[src/rtl/doze_pkg.sv]
package doze_pkg;
  localparam int WORD_W  = 16;
  localparam int RATIO_W = 3;
  localparam int RC_W    = 3;
  localparam int PLL_W   = 2;
  localparam int PRE_W   = 5;
  localparam int BYTE_N  = WORD_W / 8;

  localparam logic [PLL_W-1:0]  PLL_RSVD  = 2'b10;
  localparam logic [WORD_W-1:0] CFG_RESET = 16'h3040;

  typedef struct packed {
    logic               roi;
    logic [RATIO_W-1:0] ratio;
    logic               en;
    logic [RC_W-1:0]    rc;
    logic [PLL_W-1:0]   pll;
    logic               rsvd;
    logic [PRE_W-1:0]   pre;
  } cfg_t;
endpackage

[src/rtl/doze_cfg_reg.sv]
module doze_cfg_reg
  import doze_pkg::*;
(
  input  logic              clk_i,
  input  logic              rst_ni,
  input  logic              we_i,
  input  logic [BYTE_N-1:0] be_i,
  input  logic [WORD_W-1:0] wdata_i,
  input  logic              irq_i,
  output cfg_t              cfg_o
);
  cfg_t cfg_q, cfg_d, wr;

  assign wr = cfg_t'(wdata_i);

  always_comb begin
    cfg_d = cfg_q;
    if (we_i && be_i[1]) begin
      cfg_d.roi = wr.roi;
      cfg_d.rc  = wr.rc;
      // ratio locked while doze runs; enable checked against committed ratio
      if (!cfg_q.en) cfg_d.ratio = wr.ratio;
      cfg_d.en = wr.en && (cfg_d.ratio != '0);
    end
    if (we_i && be_i[0]) begin
      if (wr.pll != PLL_RSVD) cfg_d.pll = wr.pll;
      cfg_d.pre = wr.pre;
    end
    cfg_d.rsvd = 1'b0;
    if (irq_i && cfg_q.roi) cfg_d.en = 1'b0;
  end

  always_ff @(posedge clk_i or negedge rst_ni) begin
    if (!rst_ni) cfg_q <= cfg_t'(CFG_RESET);
    else         cfg_q <= cfg_d;
  end

  assign cfg_o = cfg_q;
endmodule

[src/rtl/doze_strobe.sv]
module doze_strobe #(
  parameter int RATIO_W = 3,
  localparam int CNT_W  = (1 << RATIO_W) - 1
) (
  input  logic               clk_i,
  input  logic               rst_ni,
  input  logic               en_i,
  input  logic [RATIO_W-1:0] ratio_i,
  output logic               ce_o
);
  logic [CNT_W:0]   span;
  logic [CNT_W-1:0] lim, cnt_q;

  assign span = (CNT_W+1)'(1) << ratio_i;
  assign lim  = CNT_W'(span - (CNT_W+1)'(1));

  // held at zero while idle, so each enable starts a fresh period
  always_ff @(posedge clk_i or negedge rst_ni) begin
    if (!rst_ni)          cnt_q <= '0;
    else if (!en_i)       cnt_q <= '0;
    else if (cnt_q == lim) cnt_q <= '0;
    else                  cnt_q <= cnt_q + CNT_W'(1);
  end

  assign ce_o = !en_i || (cnt_q == '0);
endmodule

[src/rtl/doze_div_decode.sv]
module doze_div_decode #(
  parameter int RC_W  = 3,
  parameter int PLL_W = 2,
  localparam int RC_DIV_W  = (1 << RC_W) + 1,
  localparam int PLL_DIV_W = (1 << PLL_W),
  localparam int RC_SH_W   = RC_W + 1,
  localparam int PLL_SH_W  = PLL_W + 1
) (
  input  logic [RC_W-1:0]      rc_i,
  input  logic [PLL_W-1:0]     pll_i,
  output logic [RC_DIV_W-1:0]  rc_div_o,
  output logic [PLL_DIV_W-1:0] pll_div_o
);
  logic [RC_SH_W-1:0]  rc_sh;
  logic [PLL_SH_W-1:0] pll_sh;

  // top RC code skips one octave
  assign rc_sh  = (rc_i == '1) ? RC_SH_W'(rc_i) + RC_SH_W'(1) : RC_SH_W'(rc_i);
  assign pll_sh = (pll_i == '1) ? PLL_SH_W'(pll_i) : PLL_SH_W'(pll_i) + PLL_SH_W'(1);

  assign rc_div_o  = RC_DIV_W'(1) << rc_sh;
  assign pll_div_o = PLL_DIV_W'(1) << pll_sh;
endmodule

[src/rtl/doze_clkdiv.sv]
module doze_clkdiv
  import doze_pkg::*;
(
  input  logic        clk_i,
  input  logic        rst_ni,
  input  logic        reg_we_i,
  input  logic [1:0]  reg_be_i,
  input  logic [15:0] reg_wdata_i,
  output logic [15:0] reg_rdata_o,
  input  logic        irq_i,
  output logic        cpu_ce_o,
  output logic [8:0]  rc_div_o,
  output logic [3:0]  pll_div_o
);
  cfg_t cfg;

  doze_cfg_reg u_reg (
    .clk_i   (clk_i),
    .rst_ni  (rst_ni),
    .we_i    (reg_we_i),
    .be_i    (reg_be_i),
    .wdata_i (reg_wdata_i),
    .irq_i   (irq_i),
    .cfg_o   (cfg)
  );

  doze_strobe #(.RATIO_W(RATIO_W)) u_strobe (
    .clk_i   (clk_i),
    .rst_ni  (rst_ni),
    .en_i    (cfg.en),
    .ratio_i (cfg.ratio),
    .ce_o    (cpu_ce_o)
  );

  doze_div_decode #(.RC_W(RC_W), .PLL_W(PLL_W)) u_dec (
    .rc_i      (cfg.rc),
    .pll_i     (cfg.pll),
    .rc_div_o  (rc_div_o),
    .pll_div_o (pll_div_o)
  );

  assign reg_rdata_o = cfg;
endmodule

[config.mk]
export PLATFORM = sky130hd
export DESIGN_NAME = doze_clkdiv
export DESIGN_NICKNAME = d
export VERILOG_FILES = /design/src/rtl/doze_pkg.sv /design/src/rtl/doze_cfg_reg.sv /design/src/rtl/doze_strobe.sv /design/src/rtl/doze_div_decode.sv /design/src/rtl/doze_clkdiv.sv
export SDC_FILE = /design/constraint.sdc
export NUM_CORES = 1
export LEC_CHECK = 0
export ABC_AREA = 1
export BUFFER_PORTS_ARGS = -buffer_cell sky130_fd_sc_hd__buf_2
export CAP_MARGIN = 30
export CORE_MARGIN = 5
export CORE_UTILIZATION = 35
export DETAILED_ROUTE_END_ITERATION = 8
export MAX_ROUTING_LAYER = met4
export PLACE_DENSITY = 0.68
export SYNTH_ARGS = -nofsm -noshare
export SYNTH_HDL_FRONTEND = slang
export SYNTH_SLANG_ARGS = --single-unit
[constraint.sdc]
create_clock -name clk_i -period 3.68 [get_ports clk_i]
set_input_delay 0.368 -clock clk_i [delete_from_list [all_inputs] [get_ports clk_i]]
set_output_delay 0.368 -clock clk_i [all_outputs]
set_load 0.01 [all_outputs]
==> impl_metrics.ini <==
[status]
result_of_the_run = finished clean

[detailed_routing]
finalWirelength_mm = 3.04
detailedRoute.firstPassIterationCount = 4
drt_drc_violations_left = 0
vias_per_cell = 4.40
ant_nets = 0
initialDrtViolationCount = 66
wire_per_inst_um = 10.1
via_total_after_detailed_routing = 1330

[die]
std_cell_rows = 23
fp.dieArea_um2 = 5430
design.core.area_um2 = 3970
initial_utilization_pct = 35.7
floorplan.die.width_um = 73.7
dieHeight_um = 73.7
io_pins = 52

[worst_setup_path]
reg2reg_setup_slack_ns = 1.68
path_depth = 6
r2r_start = u_reg.cfg_o[13]
worstSetupPathType = register to output pin
max_stage_delay_ns = 0.43
cell_type_of_the_slowest_stage_on_the_worst_timing_path = sky130_fd_sc_hd__dfrtp_1
critical_path_buf_inv_count = 3
worstPathMaxFanout = 5
critPathMostFrequentCell = sky130_fd_sc_hd__inv_1
crit_path_cells = ha_1 > inv_1 > o21ai_2 > inv_1 > nor3_1 > buf_2
setup.worst_path.end_class = output pin
critPathLaunchType = register
cp_data_arrival_time_ns = 1.76
setup.worst_path.start = u_reg.cfg_o[9]
worst-endpoint-required_ns = 3.31
worst_r2r_path_depth = 12
worst_path_dominant_cell_family = flip-flops

[final_layout]
most_common_library_cell_in_the_layout_ignoring_fill_and_taps = sky130_fd_sc_hd__nand2_1
num-nets-final = 279
area_delta_synth_final_pct = 22.9
postLayoutCellArea_um2 = 1740
proportion_of_layout_cells_with_a_drive_suffix_above_1_pct = 25.4
antennaDiodeCount = 0
layout_common_cells = sky130_fd_sc_hd__nand2_1 (71), sky130_fd_sc_hd__buf_2 (48), sky130_fd_sc_hd__inv_1 (34)
layout.filler_cells = 424

[clocking]
clk_latency_ns = 0.26
post-cts-setup-buffer-count = 0
cts-root-buf = sky130_fd_sc_hd__clkbuf_8
cts.path.max_buffers = 2
cts.reportedPaths.clkPinSlew_ns = 0.08
numCtsBuffers = 3
quantity_of_hold_fixing_buffers_added_after_cts = 0
ctsHtreeMaxLevel = 1
post_cts_resized = 0
clock_sink_count = 22
cts_tree = built

[hold_path]
min-delay-path-class = input pin to asynchronous set/reset pin

[global_routing]
grt_first_pass_wirelength_mm = 5.24
number_of_global_route_vias_before_repair = 1262
antenna_violations_before_repair = 0
groute.usage.overall_pct = 12.6
grt_overflow = 0
grt_max_degree = 23

[sta]
timing_limited_maximum_frequency_mhz = 470
report.final.slew_viol_count = 0
timing.final.crit_share_pct = 57.8
timing.clock.skew_ns = 0.00646
post-route-min-period_ns = 2.13
finalSetupTns_ns = 0
finalSetupViolations = 0
rsz0062_at_grt = no
final_hold_viol_count = 0

[yosys]
primary_ff_master_synth = sky130_fd_sc_hd__dfrtp_1
yosysTopAreaCell = sky130_fd_sc_hd__dfrtp_1
number_of_enable_type_register_cells_in_the_synthesized_netlist = 0
asr_flop_ratio_synth_pct = 100
seq_area_frac_synth_pct = 39.1
synth.top_cell.area_share_pct = 33.5
synth.lib_cells_used.distinct = 26
synth.cell_area_um2 = 1420
synth.avg_cell_area_um2 = 6.89
synthesized_netlist_cell_count = 206
synth.area.top_cells = sky130_fd_sc_hd__dfrtp_1 (34%), sky130_fd_sc_hd__nand2_1 (19%), sky130_fd_sc_hd__inv_1 (9.0%)
yosys_register_bits = 22
synth.yosys.warnings = 0

[placed_design]
portBuffers = 48
globalplace.congestion = 0.818
detailed_place_hpwl_mm = 2.43
placed_cell_area_um2 = 1670

[pwr]
power_density_nw_per_um2 = 472
power.static_leakage_nw = 1.04
ir_worst_vdd_uv = 239

[run]
drv.max_cap_violation_count = 0
==> flip-flops by register name, summed over array words and instances (netlist names) <==
register and cells:
u_strobe.cnt_q 7, u_reg.cfg_o 15
==> path summary, 6_finish.rpt <==
path                                     end
max reg2reg                u_strobe.cnt_q[0]
min                           u_reg.cfg_o[2]
min in group clk_i            u_reg.cfg_o[4]
max                              rc_div_o[2]
max in group asynchronous    u_reg.cfg_o[12]
min reg2reg                   u_reg.cfg_o[4]
==> synth_stat cells, drive strengths merged, types with 2 or more instances <==
cell type,instances
inv,36
clkbuf,2
a21oi,2
o21ai,9
nor3,6
buf,5
ha,4
xor2,4
dfstp,3
xnor2,2
dfrtp,19
nor2,20
nand3,16
nand2,74
==> logic make-up after synthesis <==
| group | share of synthesized area [%] |
|---|---|
| other | 0.264 |
| AND/OR/NAND/NOR | 34.7 |
| flip-flops | 39.1 |
| XOR/XNOR | 3.70 |
| buffers and inverters | 13.4 |
| adder cells (fa/ha/maj) | 3.53 |
| AO/OA/AOI/OAI | 5.38 |
==> stage by stage <==
stage / power (W) / setup slack, ns / utilization [%] / hold slack (ns) / instances
detailed placement: 0.000610 / 1.70 / 42.1 / 0.361 / 298
global route: 0.000894 / 1.39 / 43.9 / 0.0873 / 302
finish: 0.000823 / 1.55 / 43.9 / 0.0570 / 302
floorplan: 0.000530 / 1.90 / - / 0.0724 / 207
CTS: 0.000834 / 1.55 / 43.9 / 0.0739 / 302
global placement: 0.000605 / 1.72 / 42.1 / 0.356 / 298
==> where the power goes <==
part           switching [W]  internal (W)  leakage, nW  total, W
clock network      0.0000752      0.000145       0.0357  0.000220
registers          0.0000492      0.000278        0.274  0.000327
logic               0.000165      0.000111        0.727  0.000276
==> metal layers <==
layer  share of wire (%)  global-route usage (%)  vias to the layer above
met5                   0                       -                        -
met4                 2.4                    6.64                        0
met3                 5.0                    1.64                        4
met2                  45                    19.3                       30
met1                  48                    16.2                      583
li1                    -                       -                      713
==> final cells by class <==
cell class | instances | area [um2] | share of cell area (%)
multi-input cells | 142 | 678 | 38.9
flip-flops and latches | 22 | 554 | 31.8
repair buffers | 48 | 240 | 13.8
inverters | 36 | 138 | 7.89
well taps | 50 | 62.6 | 3.59
clock buffers | 3 | 41.3 | 2.37
clock inverters | 1 | 30.0 | 1.72
Note: power is estimated with default switching activity, not from simulation.
